--- src/rtl/ddr_seq_pkg.sv ---
package ddr_seq_pkg;

    localparam int NUM_BANKS = 4;
    localparam int BA_W      = 2;

    // {cs_n, ras_n, cas_n, we_n}
    typedef enum logic [3:0] {
        CMD_NOP = 4'b0111,
        CMD_ACT = 4'b0011,
        CMD_RD  = 4'b0101,
        CMD_WR  = 4'b0100,
        CMD_PRE = 4'b0010,
        CMD_REF = 4'b0001
    } ddr_cmd_e;

    typedef struct packed {
        logic open;      // a row is held open
        logic ap_busy;   // auto precharge scheduled, not yet closed
        logic can_act;   // closed and precharge/refresh time served
        logic can_col;   // open and activate-to-column delay served
        logic can_pre;   // open and row-active minimum served
    } bank_flags_t;

    // Data-bus clocks occupied by one burst.
    function automatic logic [2:0] burst_clocks(input logic [1:0] sel);
        case (sel)
            2'b10:   return 3'd2;
            2'b11:   return 3'd4;
            default: return 3'd1;
        endcase
    endfunction

endpackage

--- src/rtl/ddr_refresh_timer.sv ---
module ddr_refresh_timer #(
    parameter int T_REFI = 780,
    parameter int W      = $clog2(T_REFI + 1)
) (
    input  logic clk,
    input  logic rst,
    input  logic done_i,
    output logic pend_o
);
    logic [W-1:0] cnt_q;

    always_ff @(posedge clk) begin
        if (rst) begin
            cnt_q  <= W'(T_REFI - 1);
            pend_o <= 1'b0;
        end else begin
            if (done_i)
                pend_o <= 1'b0;
            if (cnt_q == '0) begin
                cnt_q  <= W'(T_REFI - 1);
                pend_o <= 1'b1;
            end else begin
                cnt_q <= cnt_q - 1'b1;
            end
        end
    end
endmodule

--- src/rtl/ddr_bank_tracker.sv ---
module ddr_bank_tracker
    import ddr_seq_pkg::*;
#(
    parameter int ROW_W = 13,
    parameter int CNT_W = 4,
    parameter int T_RCD = 3,
    parameter int T_RP  = 3,
    parameter int T_RAS = 7,
    parameter int T_RFC = 9
) (
    input  logic             clk,
    input  logic             rst,
    input  logic             act_i,
    input  logic             pre_i,
    input  logic             col_i,
    input  logic             col_ap_i,
    input  logic             ref_i,
    input  logic [ROW_W-1:0] row_i,
    input  logic [2:0]       burst_i,
    output bank_flags_t      flags_o,
    output logic [ROW_W-1:0] row_o
);
    logic             open_q, ap_q;
    logic [ROW_W-1:0] row_q;
    logic [CNT_W-1:0] rcd_q, ras_q, rp_q;
    logic [2:0]       apc_q;
    logic             ap_close;

    assign ap_close = ap_q && (apc_q == '0) && (ras_q == '0);

    always_ff @(posedge clk) begin
        if (rst) begin
            open_q <= 1'b0;
            ap_q   <= 1'b0;
            row_q  <= '0;
            rcd_q  <= '0;
            ras_q  <= '0;
            rp_q   <= '0;
            apc_q  <= '0;
        end else begin
            if (rcd_q != '0) rcd_q <= rcd_q - 1'b1;
            if (ras_q != '0) ras_q <= ras_q - 1'b1;
            if (rp_q  != '0) rp_q  <= rp_q  - 1'b1;
            if (apc_q != '0) apc_q <= apc_q - 1'b1;
            if (act_i) begin
                open_q <= 1'b1;
                row_q  <= row_i;
                rcd_q  <= CNT_W'(T_RCD - 1);
                ras_q  <= CNT_W'(T_RAS - 1);
            end
            if (pre_i) begin
                open_q <= 1'b0;
                rp_q   <= CNT_W'(T_RP - 1);
            end
            if (col_i && col_ap_i) begin
                ap_q  <= 1'b1;
                apc_q <= burst_i - 3'd1;
            end
            if (ap_close) begin
                ap_q   <= 1'b0;
                open_q <= 1'b0;
                rp_q   <= CNT_W'(T_RP - 1);
            end
            if (ref_i)
                rp_q <= CNT_W'(T_RFC - 1);
        end
    end

    always_comb begin
        flags_o.open    = open_q;
        flags_o.ap_busy = ap_q;
        flags_o.can_act = !open_q && (rp_q == '0);
        flags_o.can_col = open_q && !ap_q && (rcd_q == '0);
        flags_o.can_pre = open_q && !ap_q && (ras_q == '0);
    end

    assign row_o = row_q;
endmodule

--- src/rtl/ddr_cmd_seq.sv ---
module ddr_cmd_seq
    import ddr_seq_pkg::*;
#(
    parameter int ROW_W  = 13,
    parameter int COL_W  = 10,
    parameter int ADDR_W = 13,
    parameter int T_RCD  = 3,
    parameter int T_RP   = 3,
    parameter int T_RAS  = 7,
    parameter int T_RFC  = 9,
    parameter int T_REFI = 780
) (
    input  logic              clk,
    input  logic              rst,
    input  logic [1:0]        burst_sel,
    input  logic              req_valid,
    input  logic              req_write,
    input  logic              req_autopre,
    input  logic [1:0]        req_bank,
    input  logic [ROW_W-1:0]  req_row,
    input  logic [COL_W-1:0]  req_col,
    output logic              req_ready,
    output logic [3:0]        cmd_n,
    output logic [1:0]        cmd_ba,
    output logic [ADDR_W-1:0] cmd_addr
);
    localparam int T_A   = (T_RCD > T_RP) ? T_RCD : T_RP;
    localparam int T_B   = (T_RAS > T_RFC) ? T_RAS : T_RFC;
    localparam int TMAX  = (T_A > T_B) ? T_A : T_B;
    localparam int CNT_W = $clog2(TMAX + 1);

    bank_flags_t          flags     [NUM_BANKS];
    logic [ROW_W-1:0]     open_rows [NUM_BANKS];
    logic [NUM_BANKS-1:0] act_sel, pre_sel, col_sel, idle_vec;
    logic                 ref_pend, ref_go;
    logic [2:0]           blen_clk, gap_q;

    ddr_cmd_e             nxt_code, cmd_q;
    logic [BA_W-1:0]      nxt_ba, ba_q;
    logic [ADDR_W-1:0]    nxt_addr, addr_q, row_addr, col_addr;

    assign blen_clk = burst_clocks(burst_sel);

    ddr_refresh_timer #(.T_REFI(T_REFI)) u_refi (
        .clk    (clk),
        .rst    (rst),
        .done_i (ref_go),
        .pend_o (ref_pend)
    );

    for (genvar b = 0; b < NUM_BANKS; b++) begin : g_bank
        ddr_bank_tracker #(
            .ROW_W(ROW_W), .CNT_W(CNT_W), .T_RCD(T_RCD),
            .T_RP(T_RP), .T_RAS(T_RAS), .T_RFC(T_RFC)
        ) u_trk (
            .clk      (clk),
            .rst      (rst),
            .act_i    (act_sel[b]),
            .pre_i    (pre_sel[b]),
            .col_i    (col_sel[b]),
            .col_ap_i (req_autopre),
            .ref_i    (ref_go),
            .row_i    (req_row),
            .burst_i  (blen_clk),
            .flags_o  (flags[b]),
            .row_o    (open_rows[b])
        );
        assign idle_vec[b] = flags[b].can_act;
    end

    always_comb begin
        row_addr = '0;
        row_addr[ROW_W-1:0] = req_row;
        col_addr = '0;
        col_addr[COL_W-1:0] = req_col;
        col_addr[10] = req_autopre;
    end

    // One command per cycle; refresh first, then the presented request.
    always_comb begin
        bank_flags_t     fl;
        logic            hit, any_pre;
        logic [BA_W-1:0] pick;
        nxt_code = CMD_NOP;
        nxt_ba   = '0;
        nxt_addr = '0;
        act_sel  = '0;
        pre_sel  = '0;
        col_sel  = '0;
        ref_go   = 1'b0;
        any_pre  = 1'b0;
        pick     = '0;
        fl       = flags[req_bank];
        hit      = fl.open && (open_rows[req_bank] == req_row);
        for (int b = NUM_BANKS - 1; b >= 0; b--) begin
            if (flags[b].can_pre) begin
                any_pre = 1'b1;
                pick    = BA_W'(b);
            end
        end
        if (ref_pend) begin
            if (&idle_vec) begin
                nxt_code = CMD_REF;
                ref_go   = 1'b1;
            end else if (any_pre) begin
                nxt_code      = CMD_PRE;
                nxt_ba        = pick;
                pre_sel[pick] = 1'b1;
            end
        end else if (req_valid && !fl.ap_busy) begin
            nxt_ba = req_bank;
            if (hit) begin
                if (fl.can_col && gap_q == '0) begin
                    nxt_code          = req_write ? CMD_WR : CMD_RD;
                    nxt_addr          = col_addr;
                    col_sel[req_bank] = 1'b1;
                end
            end else if (fl.open) begin
                if (fl.can_pre) begin
                    nxt_code          = CMD_PRE;
                    pre_sel[req_bank] = 1'b1;
                end
            end else if (fl.can_act) begin
                nxt_code          = CMD_ACT;
                nxt_addr          = row_addr;
                act_sel[req_bank] = 1'b1;
            end
        end
    end

    assign req_ready = |col_sel;

    always_ff @(posedge clk) begin
        if (rst) begin
            cmd_q  <= CMD_NOP;
            ba_q   <= '0;
            addr_q <= '0;
            gap_q  <= '0;
        end else begin
            cmd_q  <= nxt_code;
            ba_q   <= nxt_ba;
            addr_q <= nxt_addr;
            if (|col_sel)
                gap_q <= blen_clk - 3'd1;
            else if (gap_q != '0)
                gap_q <= gap_q - 3'd1;
        end
    end

    assign cmd_n    = cmd_q;
    assign cmd_ba   = ba_q;
    assign cmd_addr = addr_q;
endmodule

--- config.mk ---
export PLATFORM = sky130hd
export DESIGN_NAME = ddr_cmd_seq
export DESIGN_NICKNAME = d
export VERILOG_FILES = /design/src/rtl/ddr_seq_pkg.sv /design/src/rtl/ddr_refresh_timer.sv /design/src/rtl/ddr_bank_tracker.sv /design/src/rtl/ddr_cmd_seq.sv
export SDC_FILE = /design/constraint.sdc
export NUM_CORES = 1
export LEC_CHECK = 0
export BUFFER_PORTS_ARGS = -buffer_cell sky130_fd_sc_hd__buf_2
export CAP_MARGIN = 20
export CORE_MARGIN = 8
export CORE_UTILIZATION = 50
export DETAILED_ROUTE_END_ITERATION = 7
export GPL_ROUTABILITY_DRIVEN = 0
export PLACE_DENSITY = 0.79
export SLEW_MARGIN = 10
export SYNTH_ARGS = -nofsm -noshare
export SYNTH_HDL_FRONTEND = slang
export SYNTH_SLANG_ARGS = --single-unit
--- constraint.sdc ---
create_clock -name clk -period 4.86 [get_ports clk]
set_input_delay 1.215 -clock clk [delete_from_list [all_inputs] [get_ports clk]]
set_output_delay 1.215 -clock clk [all_outputs]
set_load 0.1 [all_outputs]
After elaboration in Yosys (flattened, before gate mapping)
Cells that the tools add are included.
- register bits after elaboration: 153
- output and inout bits: 20
- add/subtract/negate cells: 19
- $lt $le $gt $ge: 5
- equality and inequality tests: 3
- multiplexer cells: 99
- bitwise operators: 2
- reductions and logical operators: 120
- operators by type and width (operator ; number):
    two-way mux 4 bit ; 36
    two-way mux 3 bit ; 22
    two-way mux 13 bit ; 5
    nonzero test 4 bit ; 16
    zero test 4 bit ; 12
    subtractor 4 x 1 -> 4 bit, second input constant ; 12
    two-way mux 2 bit ; 17
    logical AND 1 bit ; 33
    nonzero test 2 bit ; 14
    nonzero test 3 bit ; 9
    binary-select mux 13 bit (select 2 bit) ; 1
    OR reduction 2 bit ; 10
    OR reduction 4 bit ; 5
    subtractor 3 x 1 -> 3 bit, second input constant ; 6
    zero test 3 bit ; 5
    OR reduction 3 bit ; 5
    == test 13 bit ; 1
    two-way mux 1 bit ; 11
    two-way mux 11 bit ; 1
    binary-select mux 5 bit (select 2 bit) ; 1
    zero test 10 bit ; 1
    two-way mux 5 bit ; 2
    subtractor 10 x 1 -> 10 bit, second input constant ; 1
    zero test 1 bit ; 9
    other kinds (9) ; 13

Logic depth before layout (Yosys ltp)
Gate-level depths: netlist of run 1.
- depth in word-level cells: 17
- gate-level depth with buffers: 11

Cells and area by module
Synthesis of run 1 repeated with hierarchy kept, for this count alone.
- cells, all modules: 700
- area, all modules: 7039.3 sq um
- by module, submodules not included (module ; times used ; cells each ; area each (sq um) ; seq. area each (sq um)):
    ddr_bank_tracker ; 4 ; 121 ; 1212.4 ; 600.6
    ddr_cmd_seq ; 1 ; 159 ; 1681.6 ; 420.4
    ddr_refresh_timer ; 1 ; 57 ; 508.0 ; 220.2

Least setup slack after synthesis of run 1
Ideal clock, no wire load.
- path type: input to output
- start: input port req_bank[1]
- end: output port req_ready
- arrival: 5.786 ns
- required time: 3.645 ns
- slack: -2.141 ns
- stages on the path: 7
- path through: buf_6 > clkbuf_1 > mux4_2 > xnor2_1 > nand3_1 > or3_1 > nor4_1
- word-level cells in the longest chain between the ends: 10
- ends and longest elaborated chain (item ; RTL line ; source):
    start, declared ; ddr_cmd_seq.sv:19 ; input logic [1:0] req_bank,
    inverter 2 -> 3 bit (not written as such) ; ddr_cmd_seq.sv:93, ddr_cmd_seq.sv:94 ;
    binary-select mux 13 bit (select 2 bit) / binary-select mux 5 bit (select 2 bit) (equally long branches) ; ddr_cmd_seq.sv:94, ddr_cmd_seq.sv:93 ;
    two-way mux 13 bit (not written as such) / two-way mux 5 bit (equally long branches) (2 in a row) ; ddr_cmd_seq.sv:94, ddr_cmd_seq.sv:93 ;
    == test 13 bit / logical AND 1 bit (equally long branches) ; ddr_cmd_seq.sv:94, ddr_cmd_seq.sv:113 ;
    logical AND 1 bit / two-way mux 4 bit (equally long branches) ; ddr_cmd_seq.sv:94, ddr_cmd_seq.sv:113 ;
    two-way mux 4 bit ; ddr_cmd_seq.sv:112 ; if (hit) begin
    two-way mux 4 bit (*) ; ddr_cmd_seq.sv:110 ; end else if (req_valid && !fl.ap_busy) begin
    two-way mux 4 bit (*) ; ddr_cmd_seq.sv:101 ; if (ref_pend) begin
    OR reduction 4 bit (*) ; ddr_cmd_seq.sv:131 ; assign req_ready = |col_sel;
    end, declared ; ddr_cmd_seq.sv:22 ; output logic req_ready,
Every way passes the cells marked *; elsewhere a longest branch is shown, timed or not. The select of a mux whose other input is x is not followed.

Final worst setup path of run 1
Same ends and word-level chain as after synthesis.

==> summary.txt, run 1 <==
Outcome = finished clean
Synthesized instance count = 824
Largest voltage drop on the vdd net = 0.2698 mV
Worst-case clock skew = 0.01038 ns
Reg2Reg Depth = 7
Synthesized-area fraction occupied by adder cells = 2.110%
Residual antenna-violating net count after detailed routing = 0
Vias after detailed routing = 6310
RSZ-0062 raised after global routing = false
Total non-filler cell area in the finished layout = 8250 um^2
Final core utilization = 59.44%
Root Buffer Master = sky130_fd_sc_hd__clkbuf_16
Via count of the first global-routing pass = 5796
Sequential fraction of the synthesis area = 42.76%
Mean area per synthesized cell = 8.637 um^2
Async set-or-reset flop fraction in the synthesized netlist = 0%
Leakage power of the design = 0.003296 uW
Number of filler instances in the final layout = 1170
Vertical die dimension = 135.3 um
Largest stage delay, worst path = 0.55 ns
Number of buffers added by the clock tree synthesis step = 17
Number of search-and-repair iterations in the first detailed-routing pass = 6
Average detailed-routed wire length per instance = 17.00 um
Via density per instance = 5.970
Overall power of the completed layout = 3543 uW
GRT overflow = 0
Crit path capture type = output port
Final period demand of the worst path = 4.614 ns
Required arrival time at the worst endpoint = 3.64 ns
Slowest stage cell on the critical path = sky130_fd_sc_hd__mux4_2
Total global routing track utilization = 19.86%
Post-synth EDFFs = 0
Setup bufs post-CTS = 0
Post-route worst setup slack = 0.2457 ns
Clk Latency, worst-skew pair = 0.42 ns
Worst Path Class, Setup = in -> out
# hold bufs at CTS = 0
Hold Crit Depth = 1
Simple-gate area share of the yosys netlist = 24.05%
XOR/XNOR share of the synthesized area = 3.657%
Final layout net count = 908
Arrival @ worst endpoint = 3.40 ns
Final WL = 17.97 mm
Port Buffers = 50
Share of the clock period used by the worst path after layout = 94.95%
Top-Level Pins = 52
FP Rows = 43
Multiplexer share of the synthesized area = 7.314%
Die Area = 18310 um^2
Worst slew margin = 33.94%
Layout overhead on the synthesized area = 15.93%
Hold Fails Final Rpt = 0
Transition at the pin with the smallest max-transition slack = 0.9819 ns
Core ar. = 13880 um^2
Pre-CTS setup slack = 0.2457 ns
DRC errors left = 0
Diodes inserted = 0
Maximum count of clock buffers along a single path = 2
Placed wire-length estimate after detailed placement = 12.39 mm
Max Freq = 0.2167 GHz
Min-delay worst type = reg -> reg
CP max FO = 24
Type of element launching the critical path = primary input
Starting Density = 51.27%
Number of unique standard cell types used by synthesis = 63
Sequential cell area in the final layout = 3043 um^2
Post-cts gate resize count = 0
Final sum of negative setup slack = 0 ns
Pin count of the biggest net entering global routing = 54
First-pass GRT wire length = 29.16 mm
Clock sinks = 152
Area occupied by multi-input gates = 3816 um^2
Max-capacitance violation count = 0
Most frequently used flop master after synthesis = sky130_fd_sc_hd__dfxtp_1
PD cells = 429.4 nW/um^2
Largest family of logic cells by synthesized area = simple AND/OR/NAND/NOR gates
Nets in the synthesized netlist = 868
Number of failing setup endpoints in the final timing report = 0
Fraction of final layout cells sized beyond drive strength 1 = 15.39%
Die W = 135.3 um
Clock transition at path regs = 0.05 ns
Number of pins with negative max-slew slack in the final report = 0
Compound-cell area share of the yosys netlist = 15.73%
Cell area after synthesis = 7117 um^2
Placement-stage cell area = 7560 um^2
CTS tree = yes
Number of antenna violations at the first check in global routing = 1
Number of synthesized register bits = 152
Number of H-tree levels = 4
Cell chain of the critical path = buf_2, buf_4, mux4_2, or3_1, nor4_4, buf_12
Number of warnings reported in the yosys synthesis log = 0
Iter 0 DRT Violations = 572
[path summary, 6_finish.rpt]
path | slack [ns] | end | startpoint
max | 0.25 | req_ready | req_bank[1]
max reg2reg | 2.00 | g_bank[1].u_trk.row_o[9] | g_bank[3].u_trk.ap_q
min reg2reg | 0.40 | u_refi.cnt_q[0] | u_refi.cnt_q[0]
min | 0.40 | u_refi.cnt_q[0] | u_refi.cnt_q[0]
[stage by stage]
stage / hold WS, ns / std cells
final: 0.4017 / 1057
after global routing: 0.4308 / 1057
after CTS: 0.4074 / 1057
after detailed placement: 0.3955 / 1025
after global placement: 0.3849 / 1025
after floorplan: 0.3711 / 824
[Yosys cell counts (3+ instances only)]
cell                        number  area [um^2]
sky130_fd_sc_hd__o21ai_0        32        160.2
sky130_fd_sc_hd__and3_1          8        50.05
sky130_fd_sc_hd__nand4_1         9        56.30
sky130_fd_sc_hd__or3_1           5        31.28
sky130_fd_sc_hd__buf_2           9        45.04
sky130_fd_sc_hd__nor4_1         36        225.2
sky130_fd_sc_hd__dfxtp_1       152         3043
sky130_fd_sc_hd__nand3b_1        5        37.54
sky130_fd_sc_hd__xnor2_1        24        210.2
sky130_fd_sc_hd__a22o_1         10        87.58
sky130_fd_sc_hd__inv_1          20        75.07
sky130_fd_sc_hd__mux2i_1        25        250.2
sky130_fd_sc_hd__o311a_1        10        100.1
sky130_fd_sc_hd__nor2_1         38        142.6
sky130_fd_sc_hd__nand2_1       167        626.9
sky130_fd_sc_hd__o21a_1          3        22.52
sky130_fd_sc_hd__o22a_1          3        26.28
sky130_fd_sc_hd__a211oi_1        3        22.52
sky130_fd_sc_hd__and2_1          6        37.54
sky130_fd_sc_hd__a31oi_1        13        81.33
sky130_fd_sc_hd__or4b_2          3        30.03
sky130_fd_sc_hd__or4_1           7        52.55
sky130_fd_sc_hd__mux4_2          9        202.7
sky130_fd_sc_hd__nand2b_1        6        37.54
sky130_fd_sc_hd__buf_6           5        56.30
sky130_fd_sc_hd__o211a_1         4        40.04
sky130_fd_sc_hd__nor3b_1         5        37.54
sky130_fd_sc_hd__nor2b_1        10        62.56
sky130_fd_sc_hd__o2111ai_1       3        26.28
sky130_fd_sc_hd__nor3_1         25        125.1
sky130_fd_sc_hd__o31ai_1         3        22.52
sky130_fd_sc_hd__o211ai_1        3        22.52
sky130_fd_sc_hd__mux2_2          6        67.56
sky130_fd_sc_hd__or2_2           4        25.02
sky130_fd_sc_hd__o21ba_2         4        40.04
sky130_fd_sc_hd__ha_1           12        150.1
sky130_fd_sc_hd__clkbuf_1       29        108.9
sky130_fd_sc_hd__a21oi_1        68        340.3
sky130_fd_sc_hd__nand3_1         7        35.03
[registers in the layout, summed over array words and instances, names as in the netlist, 4 cells and up]
register and flops:
g_bank.u_trk.row_o 52, g_bank.u_trk.ras_q 16, g_bank.u_trk.rp_q 16, g_bank.u_trk.open_q 4, g_bank.u_trk.ap_q 4, u_refi.cnt_q 10
g_bank.u_trk.apc_q 12, cmd_addr 13, g_bank.u_trk.rcd_q 16
[layout make-up]
cell class	instances	area share (%)
Clock inverter	7	2.244
Clock buffer	25	6.127
Sequential cell	152	36.88
Multi-Input combinational cell	605	46.25
Tap cell	180	2.730
Inverter	20	0.9099
Timing Repair Buffer	68	4.853
[report_power, final]
group          leakage (uW)  total (uW)  internal, uW  switching (uW)
sequential          0.00124        1400          1330            61.2
clock              0.000338        1520          1030             488
combinational       0.00172         628           236             392
[cell usage in the layout, fill, tap and decap left out, types with 12 or more instances in the layout]
cell                          n
sky130_fd_sc_hd__nand2_1    167
sky130_fd_sc_hd__dfxtp_1    152
sky130_fd_sc_hd__a21oi_1     68
sky130_fd_sc_hd__buf_2       49
sky130_fd_sc_hd__nor2_1      38
sky130_fd_sc_hd__nor4_1      33
sky130_fd_sc_hd__o21ai_0     32
sky130_fd_sc_hd__mux2i_1     25
sky130_fd_sc_hd__nor3_1      25
sky130_fd_sc_hd__xnor2_1     24
sky130_fd_sc_hd__inv_1       20
sky130_fd_sc_hd__buf_4       18
sky130_fd_sc_hd__clkbuf_16   17
sky130_fd_sc_hd__a31oi_1     13
sky130_fd_sc_hd__ha_1        12
[worst max-delay path: cells and delay by family]
kind	cells	cell delay (ns)
AND/OR/NAND/NOR	2	0.74
buffers and inverters	3	0.87
multiplexers	1	0.55
[layer usage]
layer	GRT usage, %	vias to the layer above	share of wire [%]
met2	30.92	260	46
met5	0	-	0.072
li1	-	3031	-
met4	7.773	2	2.4
met3	5.453	48	9.0
met1	25.59	2969	43
[kinds of logic (layout without fill, tap and decap cells)]
logic type / count (synthesis) / count (layout)
adder cells (fa/ha/maj): 12 / 12
other: 1 / 1
multiplexers: 40 / 40
AO/OA/AOI/OAI: 173 / 173
buffers and inverters: 67 / 120
flip-flops: 152 / 152
XOR/XNOR: 28 / 28
AND/OR/NAND/NOR: 351 / 351
Note: power is estimated with default switching activity, not from simulation.
==> inputs of run 2 (changes only) <==
--- a/config.mk
+++ b/config.mk
@@ -16,3 +16,4 @@
 export SYNTH_ARGS = -nofsm -noshare
 export SYNTH_HDL_FRONTEND = slang
 export SYNTH_SLANG_ARGS = --single-unit
+export TNS_END_PERCENT = 50
==> constraint.sdc (replaced) <==
create_clock -name clk -period 5 [get_ports clk]
set_input_delay 1.25 -clock clk [delete_from_list [all_inputs] [get_ports clk]]
set_output_delay 1.25 -clock clk [all_outputs]
set_load 0.1 [all_outputs]
==> summary.txt, run 2 (same netlist as run 1, synthesis figures left out) <==
Final core utilization = 58.26% (-1.2 points)
PD cells = 393.7 nW/um^2 (-8.3%)
Reg2Reg Depth = 7 (unchanged)
Most common cell after layout, fill and taps aside = sky130_fd_sc_hd__nand2_1
Layout Cells excl Fill = 1053 (-0.38%)
Final WL = 17.93 mm (-0.26%)
Fraction of final layout cells sized beyond drive strength 1 = 14.89% (-0.50 points)
Max Used Layer = met4
Port Buffers = 50 (unchanged)
Total global routing track utilization = 19.88% (about the same)
Placed wire-length estimate after detailed placement = 12.36 mm (-0.27%)
Arrival @ worst endpoint = 3.45 ns (+0.05 ns)
Clock sinks = 152 (unchanged)
Number of failing setup endpoints in the final timing report = 0 (unchanged)
GRT overflow = 0 (unchanged)
Number of flip-flops under the largest register name = 52 (unchanged)
Highest-count cells in the layout ignoring fill and taps = 167 x sky130_fd_sc_hd__nand2_1, 152 x sky130_fd_sc_hd__dfxtp_1, 68 x sky130_fd_sc_hd__a21oi_1
Clk Latency, worst-skew pair = 0.43 ns (about the same)
Outcome = finished clean
Post-Place Cells = 1021 (-0.39%)
Largest voltage drop on the vdd net = 0.2586 mV (-4.1%)
Diodes inserted = 0 (unchanged)
Post-cts gate resize count = 0 (unchanged)
Share of the clock period used by the worst path after layout = 94.04%
Via density per instance = 5.940 (-0.50%)
Die W = 135.3 um (unchanged)
Worst Path Class, Setup = in -> out
Top-Level Pins = 52 (unchanged)
Number of search-and-repair iterations in the first detailed-routing pass = 5 (-1)
First-pass GRT wire length = 29.17 mm (about the same)
Hold Crit Depth = 1 (unchanged)
Worst-case clock skew = 0.007134 ns (-0.003245 ns)
Number of antenna violations at the first check in global routing = 0 (-1)
Hold Fails Final Rpt = 0 (unchanged)
Setup bufs post-CTS = 0 (unchanged)
Die Area = 18310 um^2 (unchanged)
Worst slew margin = 30.84% (-3.1 points)
Starting Density = 51.27% (unchanged)
Required arrival time at the worst endpoint = 3.75 ns (+0.11 ns)
Residual antenna-violating net count after detailed routing = 0 (unchanged)
Transition at the pin with the smallest max-transition slack = 1.028 ns (+0.04605 ns)
Met3 wire length = 1.346 mm (-17%)
Post-route worst setup slack = 0.2980 ns (+0.05230 ns)
Vias after detailed routing = 6255 (-0.87%)
Number of buffers added by the clock tree synthesis step = 17 (unchanged)
Final layout net count = 904 (-0.44%)
Number of H-tree levels = 4 (unchanged)
Overall power of the completed layout = 3183 uW (-10%)
Pre-CTS setup slack = 0.2955 ns (+0.04985 ns)
CTS tree = yes
Max-capacitance violation count = 0 (unchanged)
Layout overhead on the synthesized area = 13.63%
DRC errors left = 0 (unchanged)
Min-delay worst type = reg -> reg
Worst hold slack = 0.4024 ns (+0.0006670 ns)
Type of element launching the critical path = primary input
Pin count of the biggest net entering global routing = 60 (+11%)
Root Buffer Master = sky130_fd_sc_hd__clkbuf_16
Via count of the first global-routing pass = 5900 (+1.8%)
Routed met1 length = 8.103 mm (+4.8%)
Met2 wire len = 8.122 mm (-0.79%)
Vertical die dimension = 135.3 um (unchanged)
Number of pins with negative max-slew slack in the final report = 0 (unchanged)
# hold bufs at CTS = 0 (unchanged)
Max Freq = 0.2127 GHz
CP max FO = 23 (-4.2%)
Maximum count of clock buffers along a single path = 2 (unchanged)
Leakage power of the design = 0.003217 uW (-2.4%)
Average detailed-routed wire length per instance = 17.02 um (+0.12%)
Core ar. = 13880 um^2 (unchanged)
Final period demand of the worst path = 4.702 ns
Iter 0 DRT Violations = 590 (+3.1%)
Clock transition at path regs = 0.05 ns (about the same)
RSZ-0062 raised after global routing = false
Crit path capture type = output port
FP Rows = 43 (unchanged)
## run 2: cell types whose count changed in the layout (fill, tap and decap cells not counted), sizes merged
cell	delta
clkinv	+6
buf	-4
bufinv	-4
clkbuf	-3
clkinvlp	+1
## run 2: worst max-delay path, stage by stage
cell                     delay, ns
sky130_fd_sc_hd__buf_2        0.31
sky130_fd_sc_hd__buf_4        0.34
sky130_fd_sc_hd__mux4_2       0.55
sky130_fd_sc_hd__or3_1        0.39
sky130_fd_sc_hd__nor4_4       0.37
sky130_fd_sc_hd__buf_12       0.22
## run 2: stage by stage
step / cell area (um^2) / setup TNS, ns
floorplan: 7161 / -0.03906
global placement: 7530 / 0
detailed placement: 7530 / 0
CTS: 8087 / 0
global route: 8087 / 0
finish: 8087 / 0
## run 2: routing by layer
layer,track usage [%],vias to the layer above
met3,5.267,32
met4,7.896,0
li1,-,3025
met5,0,-
met2,30.78,240
met1,25.82,2958
## run 2: power breakdown
| group | total [uW] | switching, uW | internal, uW |
|---|---|---|---|
| Combinational | 605 | 376 | 228 |
| Sequential | 1360 | 58.8 | 1300 |
| Clock | 1220 | 482 | 740 |
| Total | 3180 | 918 | 2270 |
## run 2: area by class of cell
cell class	instances	area [um^2]
fill	1160	5794
multi-input combinational	605	3816
sequential	152	3043
clock buffer	22	454.2
timing repair buffer	64	370.4
tap	180	225.2
clock inverter	10	102.6
inverter	20	75.07
## run 2: worst paths after layout
path | to | from | slack, ns
worst max-delay path | req_ready | req_bank[1] | 0.30
worst min-delay path | u_refi.cnt_q[0] | u_refi.cnt_q[0] | 0.40
worst max register to register | g_bank[2].u_trk.row_o[3] | g_bank[3].u_trk.ap_q | 2.18
worst min register to register | u_refi.cnt_q[0] | u_refi.cnt_q[0] | 0.40
